### config.mk
export PLATFORM = sky130hd
export DESIGN_NAME = idm_dest_gen
export DESIGN_NICKNAME = d
export VERILOG_FILES = /design/src/rtl/idm_pkg.sv /design/src/rtl/idm_lowest_pick.sv /design/src/rtl/idm_cfg_regs.sv /design/src/rtl/idm_agent_match.sv /design/src/rtl/idm_dest_gen.sv
export SDC_FILE = /design/constraint.sdc
export NUM_CORES = 1
export LEC_CHECK = 0
export BUFFER_PORTS_ARGS = -buffer_cell sky130_fd_sc_hd__buf_2
export CORE_AREA = 2 2 133 135
export CTS_CLUSTER_DIAMETER = 40
export DETAILED_ROUTE_END_ITERATION = 7
export DIE_AREA = 0 0 135 137
export PLACE_DENSITY = 0.89
export SLEW_MARGIN = 20
export SYNTH_ARGS = -nofsm -noshare
export SYNTH_HDL_FRONTEND = slang
export SYNTH_SLANG_ARGS = --single-unit
### constraint.sdc
create_clock -name clk -period 3.75 [get_ports clk]
set_clock_uncertainty 0.05 [all_clocks]
set_input_delay 0.1875 -clock clk [delete_from_list [all_inputs] [get_ports clk]]
set_output_delay 0.1875 -clock clk [all_outputs]
set_load 0.01 [all_outputs]
### src/rtl/idm_pkg.sv
package idm_pkg;
  localparam int ID_W = 8;

  // Delivery-mode codes (3-bit field)
  localparam logic [2:0] DM_FIXED  = 3'd0;
  localparam logic [2:0] DM_LOWEST = 3'd1;
  localparam logic [2:0] DM_SMI    = 3'd2;
  localparam logic [2:0] DM_NMI    = 3'd4;
  localparam logic [2:0] DM_INIT   = 3'd5;
  localparam logic [2:0] DM_START  = 3'd6;
  localparam logic [2:0] DM_EXT    = 3'd7;

  // Logical model nibbles
  localparam logic [3:0] MODEL_FLAT    = 4'hF;
  localparam logic [3:0] MODEL_CLUSTER = 4'h0;

  // Configuration field selectors
  localparam logic [1:0] CFG_PHYS  = 2'd0;
  localparam logic [1:0] CFG_LOGIC = 2'd1;
  localparam logic [1:0] CFG_MODEL = 2'd2;

  // Shorthand codes
  localparam logic [1:0] SH_DEST   = 2'd0;
  localparam logic [1:0] SH_SELF   = 2'd1;
  localparam logic [1:0] SH_ALL    = 2'd2;
  localparam logic [1:0] SH_OTHERS = 2'd3;

  localparam logic [ID_W-1:0] BCAST_ID = 8'hFF;

  typedef struct packed {
    logic [ID_W-1:0] dest;
    logic            logical;
    logic [1:0]      shorthand;
    logic [2:0]      dmode;
    logic [7:0]      vector;
    logic            level;
    logic            trig;
  } req_fields_t;
endpackage

### src/rtl/idm_lowest_pick.sv
module idm_lowest_pick #(
  parameter int W = 8
) (
  input  logic [W-1:0] vec_in,
  output logic [W-1:0] first_out
);
  // Isolate the lowest set bit: x & -x
  assign first_out = vec_in & (~vec_in + W'(1));
endmodule

### src/rtl/idm_cfg_regs.sv
module idm_cfg_regs
  import idm_pkg::*;
#(
  parameter int N_AGENTS = 6
) (
  input  logic                           clk,
  input  logic                           rst_n,
  input  logic                           cfg_we,
  input  logic [7:0]                     cfg_agent,
  input  logic [1:0]                     cfg_field,
  input  logic [7:0]                     cfg_wdata,
  input  logic [N_AGENTS-1:0]            arb_load,
  output logic [N_AGENTS-1:0][ID_W-1:0]  phys_id,
  output logic [N_AGENTS-1:0][ID_W-1:0]  log_id,
  output logic [N_AGENTS-1:0][3:0]       model,
  output logic [N_AGENTS-1:0][ID_W-1:0]  arb_id
);
  for (genvar g = 0; g < N_AGENTS; g++) begin : g_agent
    logic hit;
    assign hit = cfg_we && (cfg_agent == 8'(g));

    always_ff @(posedge clk or negedge rst_n) begin
      if (!rst_n) begin
        phys_id[g] <= ID_W'(g);
        log_id[g]  <= '0;
        model[g]   <= MODEL_FLAT;
        arb_id[g]  <= '0;
      end else begin
        if (hit) begin
          case (cfg_field)
            CFG_PHYS:  phys_id[g] <= cfg_wdata;
            CFG_LOGIC: log_id[g]  <= cfg_wdata;
            CFG_MODEL: model[g]   <= cfg_wdata[3:0];
            default:   ;
          endcase
        end
        if (arb_load[g]) arb_id[g] <= phys_id[g];
      end
    end
  end
endmodule

### src/rtl/idm_agent_match.sv
module idm_agent_match
  import idm_pkg::*;
#(
  parameter int N_AGENTS = 6
) (
  input  logic [ID_W-1:0]                dest,
  input  logic [N_AGENTS-1:0][ID_W-1:0]  phys_id,
  input  logic [N_AGENTS-1:0][ID_W-1:0]  log_id,
  input  logic [N_AGENTS-1:0][3:0]       model,
  output logic [N_AGENTS-1:0]            phys_eq,
  output logic [N_AGENTS-1:0]            logic_hit
);
  for (genvar g = 0; g < N_AGENTS; g++) begin : g_match
    logic flat_hit, clus_hit;
    assign phys_eq[g] = (phys_id[g] == dest);
    assign flat_hit   = |(dest & log_id[g]);
    assign clus_hit   = (dest[7:4] == log_id[g][7:4]) && |(dest[3:0] & log_id[g][3:0]);
    always_comb begin
      case (model[g])
        MODEL_FLAT:    logic_hit[g] = flat_hit;
        MODEL_CLUSTER: logic_hit[g] = clus_hit;
        default:       logic_hit[g] = 1'b0;
      endcase
    end
  end
endmodule

### src/rtl/idm_dest_gen.sv
module idm_dest_gen
  import idm_pkg::*;
#(
  parameter int N_AGENTS = 6,
  parameter int MASK_W   = 8
) (
  input  logic                       clk,
  input  logic                       rst_n,
  input  logic                       cfg_we,
  input  logic [7:0]                 cfg_agent,
  input  logic [1:0]                 cfg_field,
  input  logic [7:0]                 cfg_wdata,
  input  logic                       req_valid,
  output logic                       req_ready,
  input  logic                       req_msg,
  input  logic [31:0]                req_addr,
  input  logic [31:0]                req_data,
  input  logic [7:0]                 req_dest,
  input  logic                       req_logical,
  input  logic [1:0]                 req_shorthand,
  input  logic [7:0]                 req_src,
  input  logic [2:0]                 req_dmode,
  input  logic [7:0]                 req_vector,
  input  logic                       req_level,
  input  logic                       req_trig,
  output logic                       out_valid,
  input  logic                       out_ready,
  output logic [MASK_W-1:0]          out_mask,
  output logic [2:0]                 out_dmode,
  output logic [7:0]                 out_vector,
  output logic                       out_trig,
  output logic                       out_sideband,
  output logic [8*N_AGENTS-1:0]      arb_ids
);
  localparam int N = N_AGENTS;

  logic [N-1:0][ID_W-1:0] phys_id, log_id, arb_id;
  logic [N-1:0][3:0]      model;
  logic [N-1:0]           arb_load;
  logic [N-1:0]           phys_eq, logic_hit, phys_first;
  logic [N-1:0]           self_m, dest_m, sh_m, lowest_m, final_m;
  req_fields_t            f;
  logic                   accept, init_deassert, is_sideband;

  // Field extraction: message form or direct form
  always_comb begin
    if (req_msg) begin
      f.dest      = req_addr[19:12];
      f.logical   = req_addr[2];
      f.shorthand = SH_DEST;
      f.vector    = req_data[7:0];
      f.dmode     = req_data[10:8];
      f.level     = req_data[14];
      f.trig      = req_data[15];
    end else begin
      f.dest      = req_dest;
      f.logical   = req_logical;
      f.shorthand = req_shorthand;
      f.vector    = req_vector;
      f.dmode     = req_dmode;
      f.level     = req_level;
      f.trig      = req_trig;
    end
  end

  idm_cfg_regs #(.N_AGENTS(N)) u_cfg (
    .clk(clk), .rst_n(rst_n), .cfg_we(cfg_we), .cfg_agent(cfg_agent),
    .cfg_field(cfg_field), .cfg_wdata(cfg_wdata), .arb_load(arb_load),
    .phys_id(phys_id), .log_id(log_id), .model(model), .arb_id(arb_id)
  );

  idm_agent_match #(.N_AGENTS(N)) u_match (
    .dest(f.dest), .phys_id(phys_id), .log_id(log_id), .model(model),
    .phys_eq(phys_eq), .logic_hit(logic_hit)
  );

  idm_lowest_pick #(.W(N)) u_phys_pick (.vec_in(phys_eq), .first_out(phys_first));

  for (genvar g = 0; g < N; g++) begin : g_self
    assign self_m[g] = (req_src == 8'(g));
    assign arb_ids[8*g +: 8] = arb_id[g];
  end

  always_comb begin
    if (f.logical)                dest_m = logic_hit;
    else if (f.dest == BCAST_ID)  dest_m = '1;
    else                          dest_m = phys_first;
  end

  always_comb begin
    case (f.shorthand)
      SH_SELF:   sh_m = self_m;
      SH_ALL:    sh_m = '1;
      SH_OTHERS: sh_m = ~self_m;
      default:   sh_m = dest_m;
    endcase
  end

  idm_lowest_pick #(.W(N)) u_low_pick (.vec_in(sh_m), .first_out(lowest_m));

  assign final_m       = (f.dmode == DM_LOWEST) ? lowest_m : sh_m;
  assign init_deassert = (f.dmode == DM_INIT) && !f.level && f.trig;
  assign is_sideband   = (f.dmode == DM_SMI) || (f.dmode == DM_NMI) || (f.dmode == DM_INIT);
  assign req_ready     = !out_valid || out_ready;
  assign accept        = req_valid && req_ready;
  assign arb_load      = (accept && init_deassert) ? final_m : '0;

  always_ff @(posedge clk or negedge rst_n) begin
    if (!rst_n) begin
      out_valid    <= 1'b0;
      out_mask     <= '0;
      out_dmode    <= DM_FIXED;
      out_vector   <= '0;
      out_trig     <= 1'b0;
      out_sideband <= 1'b0;
    end else if (accept && !init_deassert) begin
      out_valid    <= 1'b1;
      out_mask     <= MASK_W'(final_m);
      out_dmode    <= f.dmode;
      out_vector   <= f.vector;
      out_trig     <= f.trig;
      out_sideband <= is_sideband;
    end else if (out_ready) begin
      out_valid    <= 1'b0;
    end
  end
endmodule

======== Word level (Yosys, flattened, before mapping) ========
Cells that the tools add are included.
cells by class
  muxes and demuxes ....................... 14
  bitwise gates (word level) .............. 17
  eq/ne operators ......................... 38
  reduce and logical (&&, ||, !) cells .... 63
  add/sub/neg operators ................... 2
operator list
  cell                                                                   count
  8-bit AND                                                              6
  8-bit equality test                                                    6
  8-bit OR reduction                                                     6
  2-bit AND reduction                                                    18
  8-bit by 2-bit equality test with 1-bit output, second input constant  4
  8-bit by 3-bit equality test with 1-bit output, second input constant  4
  4-bit AND                                                              6
  4-bit equality test                                                    6
  4-bit equality test, second input constant                             6
  4-bit logical NOT                                                      6
  24-bit 2-to-1 mux                                                      1
  6-bit 2-to-1 mux                                                       4
  4-bit OR reduction                                                     6
  6-bit NOT                                                              3
  6-bit case mux with 3 select lines                                     1
  1-bit logical AND                                                      17
  8-bit by 1-bit equality test with 1-bit output, second input constant  2
  8-bit logical NOT                                                      2
  6-bit by 1-bit adder with 6-bit output, second input constant          2
  6-bit AND                                                              2
  1-bit case mux with 2 select lines                                     6
  8-bit equality test, second input constant                             1
  2-bit equality test, second input constant                             3
  3-bit equality test, second input constant                             2
  other kinds (8)                                                        14
storage, ports and cells
  bits in registers ....................... 188
  logic and storage cells ................. 164

======== Logic depth before layout (Yosys ltp) ========
  depth after elaboration ................. 13
  gate-level depth with buffers ........... 14
  mapped depth without buffers ............ 11

======== By module ========
From an unflattened synthesis, not the netlist that was laid out.
unflattened totals
  cells, all modules ...................... 729
  area, all modules ....................... 9582.9 µm²
modules (own cells, without submodules)
  module           sequential area each (µm²)  area each (µm²)  cells an instance  times used
  idm_cfg_regs     4242.8                      6662.6           390                1
  idm_dest_gen     500.5                       1554.0           173                1
  idm_agent_match  0.0                         1248.7           152                1
  idm_lowest_pick  0.0                         58.8             7                  2

======== Worst setup path before layout ========
OpenSTA, ideal clock, no wires.
  path kind ............................... in2reg
  start point ............................. in req_msg
  end point ............................... reg u_cfg.arb_id[32] (netlist bit)
  stages .................................. 14
  path buffers ............................ 3
  required time ........................... 3575 ps
  arrival time ............................ 3226 ps
  slack ................................... 349 ps
  path through ............................ buf_6 buf_12 mux2i_4 inv_1 ha_1 or4_1 o211ai_1 nand2_1 a31o_2 or2_0 o21ba_2 nand2b_1 clkbuf_1 mux2_2
between the ends
  cells in the longest elaborated chain, start to end .. 13
  elaborated cells on any way between the ends .. 62
  those cells by class .................... 2 x add/sub; 16 x eq/ne; 11 x mux; 14 x bitwise; 19 x reduce/logical
ends and longest elaborated chain
  what                                    RTL line               RTL
  start, declared                         idm_dest_gen.sv:15     input logic req_msg,
  24-bit 2-to-1 mux *                     idm_dest_gen.sv:47     if (req_msg) begin
  8-bit equality test                     idm_agent_match.sv:15  assign phys_eq[g] = (phys_id[g] == dest);
  6-bit NOT                               idm_lowest_pick.sv:8   assign first_out = vec_in & (~vec_in + W'(1));
  6-bit by 1-bit adder with 6-bit output  idm_lowest_pick.sv:8
  6-bit AND                               idm_lowest_pick.sv:8
  6-bit 2-to-1 mux                        idm_dest_gen.sv:86     else if (f.dest == BCAST_ID) dest_m = '1;
  6-bit 2-to-1 mux                        idm_dest_gen.sv:85     if (f.logical) dest_m = logic_hit;
  6-bit case mux with 3 select lines      idm_dest_gen.sv:91     case (f.shorthand)
  6-bit NOT                               idm_lowest_pick.sv:8
  6-bit by 1-bit adder with 6-bit output  idm_lowest_pick.sv:8
  6-bit AND                               idm_lowest_pick.sv:8
  6-bit 2-to-1 mux                        idm_dest_gen.sv:101    assign final_m = (f.dmode == DM_LOWEST) ? lowest_m : sh_m;
  6-bit 2-to-1 mux *                      idm_dest_gen.sv:106    assign arb_load = (accept && init_deassert) ? final_m : '0;
  end signal, assigned by index           idm_cfg_regs.sv:37     if (arb_load[g]) arb_id[g] <= phys_id[g];
  end, declared                           idm_cfg_regs.sv:16     output logic [N_AGENTS-1:0][ID_W-1:0] arb_id
Mark *: on every way between the ends. The rest lies on a longest branch, timed or not.
A chain may end at the register's enable or synchronous reset.

======== Final worst setup path ========
  start point ............................. in req_msg
  end point ............................... reg u_cfg.arb_id[27] (netlist bit)
Same word-level chain as after synthesis.

==> reports/qor.yml <==
timing:
  hold_viol_final: 0
  period_needed_ps: 3230
  setup_viol: 0
  slew_headroom_pct: 39.9
  max_freq_mhz: 309
  min_period_over_period_pct: 86.2
  finalSetupTns_ps: 0
  rsz0062_at_grt: "no"
  drv_slew: 0
  max_slew.worst_pin.slew_ps: 902
pwr:
  p_per_area_mw_per_mm2: 398
  seq_power_share_pct: 48.9
  clkPwrFrac_pct: 39.5
  p_leak_uw: 0.00536
  p_int_uw: 3190
  p_switching_uw: 1160
  netSwitchingFraction_pct: 26.6
  combinationalPowerShare_pct: 11.6
  irDropWorstVdd_v: 0.000327
detailed_routing:
  drc_errors: 0
  wl_um: 23900
  drtIter0Drc: 489
  wl_per_cell_um: 21.4
  viasPerCell: 5.93
  route.vias.total: 6631
  antenna_left: 0
  dr.pass1.iters: 7
synth:
  yosysSeqAreaShare_pct: 51.3
  syn_avg_cell_area_um2: 13.0
  yosysUniqueCellTypes: 62
  synth_area_mm2: 0.00925
  ys_ff_latch: 188
  ys.flop_type: "dfrtp_1"
  synthArstFlopShare_pct: 100
  synth_enable_flop_cells: 0
  yosys_warnings: 0
  syn_inst: 711
grt:
  grt_pass1_wl_um: 36600
  grt_overflow: 0
  groute.usage.overall_pct: 26.4
  grt_max_degree: 100
  antenna_found_initial: 1
  grt_pass1_vias: 6822
clocking:
  cts_tree: "yes"
  ctsHoldBuffers: 6
  worstSkewPairLatency_ps: 440
  clk_pin_slew_worst_paths_ps: 70
  cts_made_buffers: 17
  post_cts_buffers: 0
  clkSinkCount: 188
  cts_repair_resize_count: 0
  cts-root-buf: "clkbuf_16"
  clockBufferDepth: 2
  htreeDepth: 4
setup_path:
  r2r-start: "u_cfg.log_id[37]$_DFFE_PN0P_"
  slowest_delay_ps: 510
  cp.arrival_ps: 3510
  start_kind: "input pin"
  path_cells: "buf_2 -> mux2i_4 -> inv_1 -> ha_1 -> or4_1 -> a222oi_1 -> a21oi_1 -> o21ai_0 -> o21ba_2 -> nand2b_1 -> mux2_2"
  end_kind: "flop"
  cp.required_ps: 4030
  crit_fanout: 8
  cp-startpoint: "req_msg"
  slowest_stage: "or4_1"
  worst-r2r-setup-slack_ps: 690
  critical_path_class: "in -> reg"
layout:
  nFillCells: 1220
  final_cell_mix: "164 x mux2_2, 157 x dfrtp_1, 145 x buf_2"
  antenna_cells: 0
  finalNetCount: 1024
  syn_to_final_growth_pct: 18.1
  drive_gt1_share_pct: 46.7
  fin_util_pct: 64.0
  layout_commonest_cell: "mux2_2"
  stdcell_count: 1118
job:
  maxCapViolCount: 0
placed_design:
  dp_hpwl_um: 16700
  port_buffers: 146
  gp_congestion: 0.862
  dp.cells: 1080
floorplanning:
  initial_core_util_pct: 54.2
  die_h_um: 137
  die_area_mm2: 0.0185
  io_pins: 191
  die_x_um: 135
  coreArea_mm2: 0.0171
  fp-row-count: 48
worst_hold_path:
  min_from: "req_vector[6]"
  hp-class: "in -> reg"
run_status:
  outcome: "complete, no violations"
path summary, 6_finish.rpt:
kind                                                       to  cells past startpoint
worst min register to register        out_mask[2]$_DFFE_PN0P_                      2
min in group asynchronous        u_cfg.arb_id[40]$_DFFE_PN0P_                      2
worst max register to register   u_cfg.arb_id[35]$_DFFE_PN0P_                      9
worst max-delay path             u_cfg.arb_id[27]$_DFFE_PN0P_                     11
worst min-delay path                out_vector[6]$_DFFE_PN0P_                      3
max in group asynchronous       u_cfg.phys_id[34]$_DFFE_PN1P_                      3
power by group through the flow:
| stage | clock, uW | sequential, uW | combinational [uW] |
|---|---|---|---|
| 2_1_floorplan | 0 | 2170 | 237 |
| 3_3_place_gp | 0 | 2160 | 476 |
| 3_5_place_dp | 0 | 2160 | 490 |
| 4_1_cts | 1730 | 2120 | 501 |
| 5_1_grt | 1800 | 2130 | 549 |
| 6_report | 1720 | 2120 | 504 |
metal layers:
metal  global-route usage [%]  vias up  routed length, um
li1                         -     2943                  -
met1                     31.9     3303               9160
met2                     44.3      316              11600
met3                     7.22       67               2210
met4                     12.2        2                913
met5                        0        -                  8
registers in the layout, indices dropped and copies added (netlist names):
| name | count |
|---|---|
| out_dmode | 3 |
| out_mask | 6 |
| out_sideband | 1 |
| out_trig | 1 |
| out_valid | 1 |
| out_vector | 8 |
| u_cfg.arb_id | 48 |
| u_cfg.log_id | 48 |
| u_cfg.model | 24 |
| u_cfg.phys_id | 48 |
cell type report:
class / instances / area [um^2] / share of cell area (%)
clock buffer: 19 / 453 / 4.15
clock inverter: 13 / 105 / 0.963
sequential: 188 / 4740 / 43.5
multi-input combinational: 496 / 4360 / 39.9
tap: 225 / 282 / 2.58
inverter: 6 / 22.5 / 0.206
timing repair buffer: 171 / 952 / 8.72
cells in the mapped netlist, types with 3 or more instances:
cell type | instances | share of area, %
mux2_4 | 8 | 1.3
dfstp_2 | 31 | 8.8
mux2_2 | 164 | 20
o21ai_0 | 18 | 0.97
nand3b_1 | 4 | 0.32
nand2_1 | 50 | 2.0
nor4_1 | 26 | 1.8
xnor2_1 | 50 | 4.7
mux2i_4 | 8 | 1.9
nor3_1 | 3 | 0.16
o31ai_1 | 3 | 0.24
ha_1 | 24 | 3.2
and2_1 | 3 | 0.20
mux2i_1 | 15 | 1.6
nor2_1 | 18 | 0.73
inv_1 | 6 | 0.24
clkbuf_1 | 12 | 0.49
nand2b_1 | 9 | 0.61
a31oi_1 | 4 | 0.27
a21oi_1 | 12 | 0.65
dfrtp_1 | 157 | 42
nor2b_1 | 7 | 0.47
or4_1 | 5 | 0.41
a22oi_1 | 6 | 0.49
nand4_1 | 8 | 0.54
buf_2 | 4 | 0.22
nand3_1 | 6 | 0.32
per-stage QoR:
stage	hold WS [ps]	total power [uW]	setup WS [ps]	area [um^2]
final	0.503	4340	517	10900
after CTS	2.03	4350	544	10900
after floorplan	-158	2410	349	9250
after global routing	4.67	4480	379	10900
after detailed placement	295	2650	89.4	10300
after global placement	290	2630	186	10300
critical path: cells and delay by family:
kind	cells	cell delay, ps
AOI/OAI and AO/OA	4	990
muxes	2	690
buffers and inverters	2	520
adders and majority gates	1	260
and+or+nand+nor	2	840
kinds of logic after synthesis:
| family | count (synthesis) | synth area share [%] |
|---|---|---|
| mux | 196 | 25.0 |
| flops | 188 | 51.3 |
| simple gates | 151 | 8.74 |
| compound gates | 71 | 5.17 |
| xor+xnor | 52 | 4.93 |
| buf+inv | 28 | 1.61 |
| fa+ha+maj | 24 | 3.25 |
| other cells | 1 | 0.0406 |
(Power assumes the default switching activity.)
